File: src/rtl/irq_det_pkg.sv
package irq_det_pkg;

  typedef enum logic [1:0] {
    ADR_SENSE   = 2'd0,
    ADR_PRIO_LO = 2'd1,
    ADR_PRIO_HI = 2'd2,
    ADR_REQ     = 2'd3
  } reg_addr_e;

  // level: 1 = level mode, 0 = edge mode; pol: 1 = high/rising, 0 = low/falling
  typedef struct packed {
    logic level;
    logic pol;
  } sense_cfg_t;

endpackage

File: src/rtl/irq_sync.sv
module irq_sync #(
  parameter int unsigned WIDTH  = 6,
  parameter int unsigned STAGES = 2
) (
  input  logic             clk_i,
  input  logic             rst_ni,
  input  logic [WIDTH-1:0] d_i,
  output logic [WIDTH-1:0] q_o
);

  logic [WIDTH-1:0] stage_q [STAGES];

  for (genvar s = 0; s < STAGES; s++) begin : g_stage
    if (s == 0) begin : g_first
      always_ff @(posedge clk_i or negedge rst_ni) begin
        if (!rst_ni) stage_q[s] <= '0;
        else         stage_q[s] <= d_i;
      end
    end else begin : g_rest
      always_ff @(posedge clk_i or negedge rst_ni) begin
        if (!rst_ni) stage_q[s] <= '0;
        else         stage_q[s] <= stage_q[s-1];
      end
    end
  end

  assign q_o = stage_q[STAGES-1];

endmodule

File: src/rtl/irq_sense_cell.sv
module irq_sense_cell
  import irq_det_pkg::*;
(
  input  logic       clk_i,
  input  logic       rst_ni,
  input  logic       pin_s_i,    // synchronised pin
  input  sense_cfg_t cfg_i,      // current sense setting
  input  sense_cfg_t cfg_nxt_i,  // setting being written
  input  logic       cfg_chg_i,  // setting changes at this edge
  input  logic       clr_i,      // armed clear from handshake
  output logic       req_o
);

  logic prev_q;
  logic latch_q, latch_d;
  logic hit;

  assign hit = !cfg_i.level && (pin_s_i != prev_q) && (pin_s_i == cfg_i.pol);

  always_comb begin
    latch_d = latch_q;
    if (clr_i) latch_d = 1'b0;
    if (hit)   latch_d = 1'b1;
    if (cfg_chg_i) begin
      if (cfg_nxt_i.level) latch_d = 1'b0;
      else                 latch_d = latch_d | (pin_s_i == cfg_nxt_i.pol);
    end
  end

  always_ff @(posedge clk_i or negedge rst_ni) begin
    if (!rst_ni) begin
      prev_q  <= 1'b0;
      latch_q <= 1'b0;
    end else begin
      prev_q  <= pin_s_i;
      latch_q <= latch_d;
    end
  end

  assign req_o = cfg_i.level ? (pin_s_i == cfg_i.pol) : latch_q;

  p_edge_latch_r3: assert property (@(posedge clk_i) disable iff (!rst_ni)
    (hit && !cfg_chg_i) |=> latch_q);

  p_hold_r4: assert property (@(posedge clk_i) disable iff (!rst_ni)
    (latch_q && !clr_i && !cfg_chg_i) |=> latch_q);

  p_fall_cause_r5: assert property (@(posedge clk_i) disable iff (!rst_ni)
    $fell(latch_q) |-> $past(clr_i || cfg_chg_i));

  p_level_unlatched_r6: assert property (@(posedge clk_i) disable iff (!rst_ni)
    cfg_i.level |-> !latch_q);

endmodule

File: src/rtl/irq_prio_select.sv
module irq_prio_select #(
  parameter int unsigned NUM_PINS = 6,
  parameter int unsigned PRIO_W   = 4,
  parameter int unsigned SRC_W    = 3
) (
  input  logic              clk_i,
  input  logic              rst_ni,
  input  logic [NUM_PINS-1:0] req_i,
  input  logic [PRIO_W-1:0] prio_i [NUM_PINS],
  output logic [PRIO_W-1:0] best_prio_o,
  output logic [SRC_W-1:0]  best_src_o
);

  // scan from the top index down; ">=" lets lower indices win ties
  always_comb begin
    best_prio_o = '0;
    best_src_o  = '0;
    for (int i = NUM_PINS - 1; i >= 0; i--) begin
      if (req_i[i] && (prio_i[i] != '0) && (prio_i[i] >= best_prio_o)) begin
        best_prio_o = prio_i[i];
        best_src_o  = SRC_W'(i);
      end
    end
  end

  p_winner_pending_r9: assert property (@(posedge clk_i) disable iff (!rst_ni)
    (best_prio_o != '0) |-> (req_i[best_src_o] && prio_i[best_src_o] == best_prio_o));

  for (genvar g = 0; g < NUM_PINS; g++) begin : g_chk
    p_not_beaten_r9: assert property (@(posedge clk_i) disable iff (!rst_ni)
      (req_i[g] && prio_i[g] != '0) |-> (best_prio_o >= prio_i[g]));
  end

endmodule

File: src/rtl/ext_irq_detector.sv
module ext_irq_detector
  import irq_det_pkg::*;
#(
  parameter int unsigned NUM_PINS = 6,
  parameter int unsigned PRIO_W   = 4,
  parameter int unsigned DATA_W   = 16,
  parameter int unsigned SYNC_STG = 2
) (
  input  logic              clk_i,
  input  logic              rst_ni,
  input  logic [NUM_PINS-1:0] pin_i,
  input  logic              reg_wr_i,
  input  logic              reg_rd_i,
  input  logic [1:0]        reg_addr_i,
  input  logic [DATA_W-1:0] reg_wdata_i,
  output logic [DATA_W-1:0] reg_rdata_o,
  input  logic [PRIO_W-1:0] mask_i,
  output logic              irq_o,
  output logic [PRIO_W-1:0] prio_o,
  output logic [2:0]        src_o
);

  localparam int unsigned PER_BANK = (NUM_PINS + 1) / 2;
  localparam int unsigned SRC_W    = 3;

  reg_addr_e adr;
  assign adr = reg_addr_e'(reg_addr_i);

  sense_cfg_t          cfg_q  [NUM_PINS];
  sense_cfg_t          cfg_d  [NUM_PINS];
  logic [PRIO_W-1:0]   prio_q [NUM_PINS];
  logic [PRIO_W-1:0]   prio_d [NUM_PINS];
  logic [NUM_PINS-1:0] arm_q, arm_d;
  logic [NUM_PINS-1:0] cfg_chg, clr, req, pin_s;
  logic                cfg_en, prio_en, arm_en;
  logic                prio_bank;

  irq_sync #(.WIDTH(NUM_PINS), .STAGES(SYNC_STG)) u_sync (
    .clk_i (clk_i),
    .rst_ni(rst_ni),
    .d_i   (pin_i),
    .q_o   (pin_s)
  );

  // next-state for the register file
  always_comb begin
    cfg_d     = cfg_q;
    prio_d    = prio_q;
    arm_d     = arm_q;
    cfg_chg   = '0;
    clr       = '0;
    cfg_en    = 1'b0;
    prio_en   = 1'b0;
    arm_en    = 1'b0;
    prio_bank = (adr == ADR_PRIO_HI);
    if (reg_wr_i) begin
      unique case (adr)
        ADR_SENSE: begin
          cfg_en = 1'b1;
          for (int i = 0; i < NUM_PINS; i++) begin
            cfg_d[i]   = sense_cfg_t'(reg_wdata_i[2*i +: 2]);
            cfg_chg[i] = (cfg_d[i] != cfg_q[i]);
          end
        end
        ADR_PRIO_LO, ADR_PRIO_HI: begin
          prio_en = 1'b1;
          for (int i = 0; i < NUM_PINS; i++) begin
            if ((i / PER_BANK) == int'(prio_bank))
              prio_d[i] = reg_wdata_i[(i % PER_BANK)*PRIO_W +: PRIO_W];
          end
        end
        ADR_REQ: begin
          arm_en = 1'b1;
          clr    = arm_q & ~reg_wdata_i[NUM_PINS-1:0];
          arm_d  = '0;
        end
        default: ;
      endcase
    end else if (reg_rd_i && adr == ADR_REQ) begin
      arm_en = 1'b1;
      arm_d  = arm_q | req;
    end
  end

  always_ff @(posedge clk_i or negedge rst_ni) begin
    if (!rst_ni) begin
      for (int i = 0; i < NUM_PINS; i++) begin
        cfg_q[i]  <= '0;
        prio_q[i] <= '0;
      end
      arm_q <= '0;
    end else begin
      if (cfg_en)  cfg_q  <= cfg_d;
      if (prio_en) prio_q <= prio_d;
      if (arm_en)  arm_q  <= arm_d;
    end
  end

  for (genvar g = 0; g < NUM_PINS; g++) begin : g_cell
    irq_sense_cell u_cell (
      .clk_i    (clk_i),
      .rst_ni   (rst_ni),
      .pin_s_i  (pin_s[g]),
      .cfg_i    (cfg_q[g]),
      .cfg_nxt_i(cfg_d[g]),
      .cfg_chg_i(cfg_chg[g]),
      .clr_i    (clr[g]),
      .req_o    (req[g])
    );
  end

  irq_prio_select #(.NUM_PINS(NUM_PINS), .PRIO_W(PRIO_W), .SRC_W(SRC_W)) u_sel (
    .clk_i      (clk_i),
    .rst_ni     (rst_ni),
    .req_i      (req),
    .prio_i     (prio_q),
    .best_prio_o(prio_o),
    .best_src_o (src_o)
  );

  assign irq_o = (prio_o > mask_i);

  // read path
  always_comb begin
    reg_rdata_o = '0;
    unique case (adr)
      ADR_SENSE:
        for (int i = 0; i < NUM_PINS; i++) reg_rdata_o[2*i +: 2] = cfg_q[i];
      ADR_PRIO_LO, ADR_PRIO_HI:
        for (int i = 0; i < NUM_PINS; i++) begin
          if ((i / PER_BANK) == int'(adr == ADR_PRIO_HI))
            reg_rdata_o[(i % PER_BANK)*PRIO_W +: PRIO_W] = prio_q[i];
        end
      ADR_REQ: reg_rdata_o[NUM_PINS-1:0] = req;
      default: ;
    endcase
  end

  p_arm_drop_r5: assert property (@(posedge clk_i) disable iff (!rst_ni)
    (reg_wr_i && adr == ADR_REQ) |=> (arm_q == '0));

  p_irq_needs_pending_r10: assert property (@(posedge clk_i) disable iff (!rst_ni)
    irq_o |-> (req != '0));

endmodule

File: config.mk
export PLATFORM = sky130hd
export DESIGN_NAME = ext_irq_detector
export DESIGN_NICKNAME = d
export VERILOG_FILES = /design/src/rtl/irq_det_pkg.sv /design/src/rtl/irq_sync.sv /design/src/rtl/irq_sense_cell.sv /design/src/rtl/irq_prio_select.sv /design/src/rtl/ext_irq_detector.sv
export SDC_FILE = /design/constraint.sdc
export NUM_CORES = 1
export LEC_CHECK = 0
export BUFFER_PORTS_ARGS = -buffer_cell sky130_fd_sc_hd__clkbuf_2
export CAP_MARGIN = 20
export CORE_ASPECT_RATIO = 0.7
export CORE_MARGIN = 10
export CORE_UTILIZATION = 45
export CTS_CLUSTER_DIAMETER = 200
export DETAILED_ROUTE_END_ITERATION = 10
export MAX_ROUTING_LAYER = met4
export PLACE_DENSITY_LB_ADDON = 0.15
export SETUP_SLACK_MARGIN = 0.4
export SLEW_MARGIN = 40
export SYNTH_ARGS = -nofsm -noshare
export SYNTH_HDL_FRONTEND = slang
export SYNTH_SLANG_ARGS = --single-unit
export TNS_END_PERCENT = 100
File: constraint.sdc
create_clock -name clk_i -period 12.4 [get_ports clk_i]
set_clock_uncertainty 0.15 [all_clocks]
set_input_delay 3.1 -clock clk_i [delete_from_list [all_inputs] [get_ports clk_i]]
set_output_delay 3.1 -clock clk_i [all_outputs]
set_load 0.005 [all_outputs]
# Word level (Yosys, flattened, before mapping)
# Index checks and enable logic that the tools add are counted.
word_totals:
  regBits: 66
  output_inout_bits: 24
  wordCells: 184
op_classes:
  magnitude_cmp: 7
  n_eq_ne: 28
  mux: 63
  n_bitwise: 10
  n_reduce_logical: 43
ops:
  columns: ["cell", "n"]
  rows:
  - ["6-bit two-way mux", 7]
  - ["1-bit two-way mux", 37]
  - ["4-bit two-way mux", 9]
  - ["1-bit logical AND", 25]
  - ["12-bit two-way mux", 2]
  - ["4-bit nonzero test", 6]
  - ["4-bit >= comparator", 5]
  - ["3-bit two-way mux", 6]
  - ["6-bit case mux with 3 select lines", 1]
  - ["1-bit == test", 12]
  - ["2-bit != test", 6]
  - ["6-bit case mux with 2 select lines", 1]
  - ["4-bit AND reduction", 2]
  - ["6-bit AND", 1]
  - ["1-bit logical NOT", 6]
  - ["1-bit != test", 6]
  - ["6-bit NOT", 1]
  - ["1-bit OR", 6]
  - ["6-bit OR", 1]
  - ["2-bit == test, second input constant", 2]
  - ["4-bit by 1-bit >= comparator with 1-bit output, second input constant", 1]
  - ["4-bit > comparator", 1]
  - ["3-bit AND reduction", 1]
  - ["2-bit by 1-bit == test with 1-bit output, second input constant", 1]
  - ["other kinds (5)", 5]

# Depth between registers and ports, before layout
# Gate-level depths: netlist of run 1.
logic_depth:
  depth_word: 21
  ltp_mapped: 49

# Cells and area by module
# From an unflattened synthesis of run 1, not the netlist that was laid out.
unflattened:
  cells_unflattened: 445
  area_unflattened_um2: 4658.2
by_module_without_submodules:
  columns: ["mod", "n_inst", "cells_each", "area_per_inst_um2"]
  rows:
  - ["ext_irq_detector", 1, 211, 2467.4]
  - ["irq_prio_select", 1, 138, 1094.8]
  - ["irq_sense_cell", 6, 13, 125.1]
  - ["irq_sync", 1, 18, 345.3]

# Worst setup path after synthesis of run 1
# OpenSTA, ideal clock, no wires.
synth_timing:
  path_kind: "reg-to-output"
  startpoint: "register cfg_q[0] (netlist name)"
  endpoint: "output port irq_o"
  arrival_ns: 8.777
  required_ns: 9.150
  setup_slack_ns: 0.373
  path_stages_with_launch: 48
  path_cell_list: "dfrtp_1 > buf_2 > xnor2_1 > mux2_2 > and2_1 > ha_1 > nand2b_1 > a2111o_1 > nand4_1 > mux2_2 > ha_1 > nand2b_1 > o21ai_0 > a311oi_2 > a32o_1 > a211oi_1 > nor2_1 > ha_1 > [12 not listed] > a31oi_1 > buf_6 > o31a_1 > ha_1 > nand2b_1 > a21o_1 > a21o_1 > a21oi_1 > nor3_1 > nor2_1 > a21oi_1 > o21a_1 > ha_1 > nor2b_1 > o21ai_0 > nand2b_1 > a21oi_1 > a41oi_1"
synth_between:
  elab_chain_cells: 21
synth_rtl:
  columns: ["element", "line", "text"]
  rows:
  - ["from (decl)", "ext_irq_detector.sv:29", "sense_cfg_t cfg_q [NUM_PINS];"]
  - ["from (signal assigned)", "ext_irq_detector.sv:93", "if (cfg_en) cfg_q <= cfg_d;"]
  - ["1-bit == test *", "irq_sense_cell.sv:40", "assign req_o = cfg_i.level ? (pin_s_i == cfg_i.pol) : latch_q;"]
  - ["1-bit two-way mux *", "irq_sense_cell.sv:40", null]
  - ["1-bit logical AND * (2 in series)", "irq_prio_select.sv:19", "if (req_i[i] && (prio_i[i] != '0) && (prio_i[i] >= best_prio_o)) begin"]
  - ["4-bit two-way mux *", "irq_prio_select.sv:19", null]
  - ["4-bit >= comparator", "irq_prio_select.sv:19", null]
  - ["1-bit logical AND", "irq_prio_select.sv:19", null]
  - ["4-bit two-way mux *", "irq_prio_select.sv:19", null]
  - ["4-bit >= comparator", "irq_prio_select.sv:19", null]
  - ["[5 not listed]", null, null]
  - ["4-bit >= comparator", "irq_prio_select.sv:19", null]
  - ["1-bit logical AND", "irq_prio_select.sv:19", null]
  - ["4-bit two-way mux *", "irq_prio_select.sv:19", null]
  - ["4-bit >= comparator", "irq_prio_select.sv:19", null]
  - ["1-bit logical AND", "irq_prio_select.sv:19", null]
  - ["4-bit two-way mux *", "irq_prio_select.sv:19", null]
  - ["named net prio_o[1]", "ext_irq_detector.sv:19", "output logic [PRIO_W-1:0] prio_o,"]
  - ["4-bit > comparator *", "ext_irq_detector.sv:121", "assign irq_o = (prio_o > mask_i);"]
  - ["to (decl)", "ext_irq_detector.sv:18", "output logic irq_o,"]
# The timed path passes the listed nets; every way through them passes the cells marked *.

# Worst setup path in the final report of run 1
layout_timing:
  startpoint: "register u_sync.stage_q (netlist bit u_sync.q_o[5])"
  endpoint: "output port irq_o"
layout_between:
  elab_chain_cells: 21
layout_rtl:
  columns: ["element", "line", "text"]
  rows:
  - ["from (decl)", "irq_sync.sv:11", "logic [WIDTH-1:0] stage_q [STAGES];"]
  - ["from (signal, indexed assignment)", "irq_sync.sv:22", "else stage_q[s] <= stage_q[s-1];"]
  - ["1-bit == test *", "irq_sense_cell.sv:40", null]
  - ["1-bit two-way mux *", "irq_sense_cell.sv:40", null]
  - ["1-bit logical AND * (2 in series)", "irq_prio_select.sv:19", null]
  - ["4-bit two-way mux *", "irq_prio_select.sv:19", null]
  - ["4-bit >= comparator", "irq_prio_select.sv:19", null]
  - ["1-bit logical AND", "irq_prio_select.sv:19", null]
  - ["4-bit two-way mux *", "irq_prio_select.sv:19", null]
  - ["4-bit >= comparator", "irq_prio_select.sv:19", null]
  - ["[4 not listed]", null, null]
  - ["4-bit two-way mux *", "irq_prio_select.sv:19", null]
  - ["4-bit >= comparator", "irq_prio_select.sv:19", null]
  - ["1-bit logical AND", "irq_prio_select.sv:19", null]
  - ["4-bit two-way mux *", "irq_prio_select.sv:19", null]
  - ["4-bit >= comparator", "irq_prio_select.sv:19", null]
  - ["1-bit logical AND", "irq_prio_select.sv:19", null]
  - ["4-bit two-way mux *", "irq_prio_select.sv:19", null]
  - ["4-bit > comparator *", "ext_irq_detector.sv:121", null]
# Every way passes the cells marked *; elsewhere a longest branch is shown, timed or not.

==> results of run 1 <==
[state kept, by name (all words and copies together), names as in the netlist]
signal and cells:
cfg_q 12, prio_q 24, g_cell.u_cell.latch_q 6, u_sync.q_o 6, arm_q 6, g_cell.u_cell.prev_q 6
u_sync.stage_q 6
[per-stage QoR]
| stage | setup TNS (ns) | utilization |
|---|---|---|
| 3_5_place_dp | 0 | 0.510 |
| 4_1_cts | 0 | 0.584 |
| 5_1_grt | -0.229 | 0.595 |
| 2_1_floorplan | 0 | - |
| 6_report | 0 | 0.595 |
| 3_3_place_gp | 0 | 0.508 |
[power by group through the flow]
stage | Combinational (mW) | Clock (mW) | Sequential, mW
final | 1.11 | 0.277 | 0.303
after global routing | 1.22 | 0.291 | 0.308
after CTS | 1.03 | 0.281 | 0.300
after detailed placement | 0.835 | 0 | 0.301
after global placement | 0.819 | 0 | 0.300
after floorplan | 0.600 | 0 | 0.281
[timing repair]
item / 4_1_cts / 5_1_grt
hold buffers: 0 / 0
endpoints found under the hold margin: 0 / 0
buffers inserted: 16 / 5
gates resized for setup: 43 / 13
pin swaps: 34 / 23
setup endpoints to repair: 5 / 3
[placed cells by master, fill, tap and decap left out, types with 5 or more instances in the layout]
cell / instances
o21ai_1: 6
a22oi_1: 6
inv_1: 22
dfrtp_1: 65
a21o_1: 8
a21oi_1: 31
nand2_1: 54
nor2_1: 41
ha_4: 6
nand2b_4: 5
o21ai_0: 25
o21a_1: 6
xnor2_1: 15
clkbuf_16: 9
a221oi_1: 7
ha_1: 17
nand3b_1: 7
buf_4: 31
mux2_2: 36
clkbuf_2: 45
[layout make-up]
class | count | area, µm² | area share
Inverter | 22 | 82.6 | 0.0151
Sequential cell | 66 | 1650 | 0.301
Clock inverter | 7 | 101 | 0.0185
Clock buffer | 9 | 225 | 0.0410
Timing Repair Buffer | 81 | 510 | 0.0930
Multi-Input combinational cell | 356 | 2760 | 0.503
Tap cell | 124 | 155 | 0.0283
[synthesized netlist by cell type, drive strengths merged (4+ instances only)]
cell type / n
a211oi: 4
a21o: 8
a21oi: 35
a221oi: 7
a22oi: 7
a31oi: 6
and2: 5
buf: 11
clkbuf: 15
dfrtp: 66
ha: 23
inv: 22
mux2: 39
nand2: 56
nand2b: 8
nand3b: 7
nand4: 4
nor2: 43
o21a: 6
o21ai: 32
xnor2: 16
xor2: 4
[per-layer routing]
metal,track usage,up-vias,wire (µm)
met5,-,-,0
met4,0.0396,0,147
met3,0.0417,29,785
met2,0.272,127,5310
met1,0.232,1855,5610
li1,-,1809,-
[cells by family after synthesis]
group	Yosys count	synth area share
simple gates	140	0.149
compound gates	128	0.203
flops	66	0.383
buf+inv	48	0.0496
mux	41	0.107
fa+ha+maj	23	0.0667
xor+xnor	20	0.0406
other cells	1	0.000869
[worst max-delay path: cells and delay by family (launching register included)]
kind | cells | cell delay [ns]
AOI/OAI and AO/OA | 22 | 3.76
xor gates and xnor gates | 1 | 0.15
adders and majority gates | 6 | 1.35
buffers and inverters | 5 | 0.72
DFF | 1 | 0.43
muxes | 2 | 0.62
and+or+nand+nor | 13 | 1.54
[worst paths after layout]
path	startpoint	endpoint	slack (ns)	cells past startpoint
setup / recovery	u_sync.q_o[5]$_DFF_PN0_	irq_o	0.22	49
hold / removal	u_sync.stage_q[10]$_DFF_PN0_	u_sync.q_o[4]$_DFF_PN0_	0.20	0
setup reg to reg	u_sync.q_o[5]$_DFF_PN0_	arm_q[5]$_DFFE_PN0P_	10.81	6
hold reg to reg	u_sync.stage_q[10]$_DFF_PN0_	u_sync.q_o[4]$_DFF_PN0_	0.20	0
max in group asynchronous	rst_ni	prio_q[0]$_DFFE_PN0P_	8.96	3
min in group asynchronous	rst_ni	prio_q[3]$_DFFE_PN0P_	2.60	2
==> metrics.md, run 1 <==
| Metric | Value |
|---|---|
| Setup Viol. Count Final | 0 |
| Num ports | 56 |
| RSZ-0062 raised after global routing | true |
| Synth Instances | 467 |
| Peak Freq | 0.0821 GHz |
| Final cell count without fillers | 665 |
| Area growth syn-to-layout | 27.1% |
| Startpoint types | register |
| Net count of the finished layout | 591 |
| Ratio of total power to cell area | 307 mW/mm² |
| Longest Clk Path Bufs | 2 |
| Total die area | approximately 0.014 mm² |
| Ratio of cells with drive above 1 in the final layout | 0.344 |
| Status | finished, final reports clean |
| Placed Instances | 628 |
| Main synth FF type | dfrtp_1 |
| Final hold violation count | 0 |
| Port buffer count | 47 |
| First-pass GRT wire length | 19.2 mm |
| Largest net degree at the start of global routing | 44 |
| Synth cell types | 56 |
| Post-Synthesis Cell Area | 0.00432 mm² |
| Worst hold margin | between 0.15 and 0.2 ns |
| Max-cap violation count | 0 |
| Total GRT Usage | 0.177 |
| Syn avg cell area | 9.24 µm² |
| Iteration-0 DRC Markers | 244 |
| Max rail drop VDD | 324 µV |
| HPWL after DPL | 8.58 mm |
| Fin crit period | 12.18 ns |
| Nature of the critical path endpoint | primary output |
| Routed WL | about 12 mm |
| Initial Util | 0.468 |
| Final WS setup | 0.216 ns |
| Worst min path class | register to register |
| Crit path DAT | 8.93 ns |
| Pleak | approximately 2.5 nW |
| Sw Ratio | 0.401 |
| Number of enable flip-flop cells after synthesis | 0 |
| Pre-CTS setup slack | 0.0250 ns |
| WP data required | 9.15 ns |
| Total Power | 1.69 mW |
| Clk slew on worst S/H paths | about 0.060 ns |
| Crit-path max FO | 4 |
| Root buffer cell | clkbuf_16 |
| Die W | 137 µm |
| Power Internal | just over 1 mW |
| Sequential share of power | 0.180 |
| Antenna-violating nets left | 0 |
| Gp weighted congestion | 0.898 |
| First-pass detailed-route iteration total | 6 |
| Clk_lat worst skew | 0.33 ns |
| Ant. Diodes | 0 |
| Gr ovfl total | 0 |
| Post-synth ARST share | 1.00 |
| Cts bufs inserted | 9 |
| Post-route cell area | 0.00549 mm² |
| Post-synth top area share | 0.383 |
| H-tree levels | 3 |
| Placed Area | about 0.0047 mm² |
| Sw power | 0.676 mW |
| Flops & latches, synth | 66 |
| Area leader, netlist | dfrtp_1 |
| Post-synthesis sequential area ratio | 0.383 |
| Most used cell, CP | a21o_1 |
| CTS Sinks | 66 |
| Via count | 3820 |
| Vias per Instance | 5.74 |
| Clock Power Share | 0.164 |
| Core area | 0.00922 mm² |
| Slowest CP cell | a2111o_1 |
| Number of global-route vias before repair | 3818 |
| Routed length per instance | between 15 and 20 µm |
| Pins over their slew limit | 0 |
| Tcrit/Tclk final | 0.983 |
| Slew HR | 0.497 |
| Crit path kind | register to primary output |
| DRC | 0 |
| Die H | 102 µm |
| Fillers | 813 |
| Synth Warn # | 0 |
| Logic pwr share | 0.656 |
| Num rows | 29 |
| CP max stage delay | around 0.45 ns |
| Largest cells by area after synthesis | dfrtp_1, mux2_2, ha_1, nand2_1, a21oi_1 |
| TritonCTS clock tree | done |
| Worst-Margin Slew | around 0.75 ns |
| Initial antenna violation count | 0 |
(Power assumes the default switching activity.)
==> run 2, diff against run 1 <==
==> constraint.sdc (replaced) <==
create_clock -name clk_i -period 13.1 [get_ports clk_i]
set_clock_uncertainty 0.15 [all_clocks]
set_input_delay 3.275 -clock clk_i [delete_from_list [all_inputs] [get_ports clk_i]]
set_output_delay 3.275 -clock clk_i [all_outputs]
set_load 0.005 [all_outputs]
==> metrics.md, run 2 (synthesis results as in run 1) <==
| Metric | Value |
|---|---|
| Status | finished, final reports clean (unchanged) |
| Max rail drop VDD | 294 µV (was 324 µV) |
| Initial Util | 0.468 (unchanged) |
| Final hold violation count | 0 (unchanged) |
| Slew HR | 0.460 (was 0.497) |
| CTS Hold Bufs | 0 (unchanged) |
| Startpoint types | register (unchanged) |
| Num rows | 29 (unchanged) |
| First-pass GRT wire length | 19.0 mm (was 19.2 mm) |
| Largest net degree at the start of global routing | 44 (unchanged) |
| Clk slew on worst S/H paths | 0.05 ns (was 0.06 ns) |
| Fin crit period | 12.64 ns |
| Die H | 102 µm (unchanged) |
| H-tree levels | 3 (unchanged) |
| Antenna-violating nets left | 0 (unchanged) |
| HPWL after DPL | 8.46 mm (was 8.58 mm) |
| Clk_lat worst skew | 0.33 ns (about the same) |
| Routed WL | 12.0 mm (was 11.9 mm) |
| RSZ-0062 raised after global routing | true (unchanged) |
| Crit-path max FO | 5 (was 4) |
| Longest Clk Path Bufs | 2 (unchanged) |
| Root buffer cell | clkbuf_16 (unchanged) |
| Area growth syn-to-layout | 26.2% (was 27.1%) |
| Total GRT Usage | 0.176 (was 0.177) |
| Initial antenna violation count | 0 (unchanged) |
| First-pass detailed-route iteration total | 6 (unchanged) |
| CP max stage delay | 0.45 ns (about the same) |
| Slowest CP cell | a2111o_1 (unchanged) |
| Iteration-0 DRC Markers | 252 (was 244) |
| Routed length per instance | 18.2 µm (was 17.8 µm) |
| Cts bufs inserted | 9 (unchanged) |
| Ratio of cells with drive above 1 in the final layout | 0.340 (was 0.344) |
| Port buffer count | 47 (unchanged) |
| Total die area | 0.0140 mm² (unchanged) |
| Net count of the finished layout | 588 (was 591) |
| Die W | 137 µm (unchanged) |
| Max FFs per register | 24 (unchanged) |
| DRC | 0 (unchanged) |
| Vias per Instance | 5.71 (was 5.74) |
| Via count | 3777 (was 3820) |
| Peak Freq | 0.0791 GHz |
| Num ports | 56 (unchanged) |
| Crit path kind | register to primary output (unchanged) |
| Setup Viol. Count Final | 0 (unchanged) |
| Tcrit/Tclk final | 0.965 |
| Crit-path leading delay family | compound AO/OA/AOI/OAI gates (unchanged) |
| Crit path DAT | 9.21 ns (was 8.93 ns) |
| Buf/Inv on CP | 4 (was 5) |
| Pleak | 2.44 nW (was 2.46 nW) |
| Register-to-register setup slack | 11.55 ns (was 10.81 ns) |
| Worst-Margin Slew | 0.803 ns (was 0.752 ns) |
| TritonCTS clock tree | done (unchanged) |
| Max-cap violation count | 0 (unchanged) |
| Reg with most FFs | prio_q (unchanged) |
| CTS Sinks | 66 (unchanged) |
| Pins over their slew limit | 0 (unchanged) |
| Number of global-route vias before repair | 3661 (was 3818) |
| Gp weighted congestion | 0.887 (was 0.898) |
| Ant. Diodes | 0 (unchanged) |
| Worst min path class | register to register (unchanged) |
| Most common cell after layout, fill and taps aside | dfrtp_1 (unchanged) |
| Nature of the critical path endpoint | primary output (unchanged) |
| Setup TNS | 0 ns (unchanged) |
| Ratio of total power to cell area | 296 mW/mm² (was 307 mW/mm²) |
| Gr ovfl total | 0 (unchanged) |
| Core area | 0.00922 mm² (unchanged) |
| Most frequent cells in the layout | dfrtp_1, nand2_1, clkbuf_2, nor2_1, mux2_2 (unchanged) |
| WP data required | 9.68 ns (was 9.15 ns) |
| Top flop regs | prio_q: 24 flops, cfg_q: 12 flops (unchanged) |
| Worst hold margin | 0.197 ns (was 0.196 ns) |
-- run 2: changes by cell type in the layout (fill, tap and decap cells not counted), sizes merged --
cell / delta
clkinvlp: +1
inv: -1
buf: -3
bufinv: -1
clkbuf: +1
-- run 2: routing by layer --
layer  share of wire  vias to the layer above  GRT usage
met1            0.47                     1849      0.232
met2            0.45                      109      0.261
li1                -                     1801          -
met4           0.014                        0     0.0485
met5               0                        -          -
met3           0.064                       18     0.0475
-- run 2: area by class of cell --
cell class,count,area (µm²)
fill,810,3770
multi-input combinational,356,2760
sequential,66,1650
timing repair buffer,78,488
clock buffer,10,239
tap,124,155
inverter,22,82.6
clock inverter,6,66.3
-- run 2: worst paths after layout --
path / start / end / cells after the start
max reg2reg: cfg_q[11]$_DFFE_PN0P_ / g_cell[0].u_cell.latch_q$_DFF_PN0_ / 5
min: u_sync.stage_q[8]$_DFF_PN0_ / u_sync.q_o[2]$_DFF_PN0_ / 0
min reg2reg: u_sync.stage_q[8]$_DFF_PN0_ / u_sync.q_o[2]$_DFF_PN0_ / 0
min in group asynchronous: rst_ni / prio_q[3]$_DFFE_PN0P_ / 2
max: u_sync.q_o[5]$_DFF_PN0_ / irq_o / 47
max in group asynchronous: rst_ni / prio_q[12]$_DFFE_PN0P_ / 3
-- run 2: worst register-to-register path, cell delays in order, from the launching register on --
cell and delay (ns):
dfrtp_1 0.44, xor2_1 0.20, o21ai_0 0.16, o21ai_0 0.11, a222oi_1 0.30, nor2_1 0.08
-- run 2: through the flow --
step	utilization	instances	total power, mW	worst slack, ns	instance area [µm²]
2_1_floorplan	-	470	0.832	0.898	4330
3_3_place_gp	0.501	619	1.02	0.175	4620
3_5_place_dp	0.503	620	1.04	0.0794	4640
4_1_cts	0.560	649	1.41	0.420	5160
5_1_grt	0.591	662	1.74	0.0511	5450
6_report	0.591	662	1.61	0.464	5450
-- run 2: power by group --
part,leakage (nW),switching (mW),total [mW],internal (mW)
Sequential,0.777,0.0484,0.287,0.239
Clock,0.141,0.0906,0.243,0.152
Combinational,1.52,0.520,1.08,0.564
-- run 2: what timing repair did --
| action | CTS | global route |
|---|---|---|
| endpoints found under the setup margin | 5 | 2 |
| resized for setup | 26 | 32 |
| pin swaps | 14 | 34 |
| buffers inserted | 13 | 13 |
| endpoints found under the hold margin | 0 | 0 |
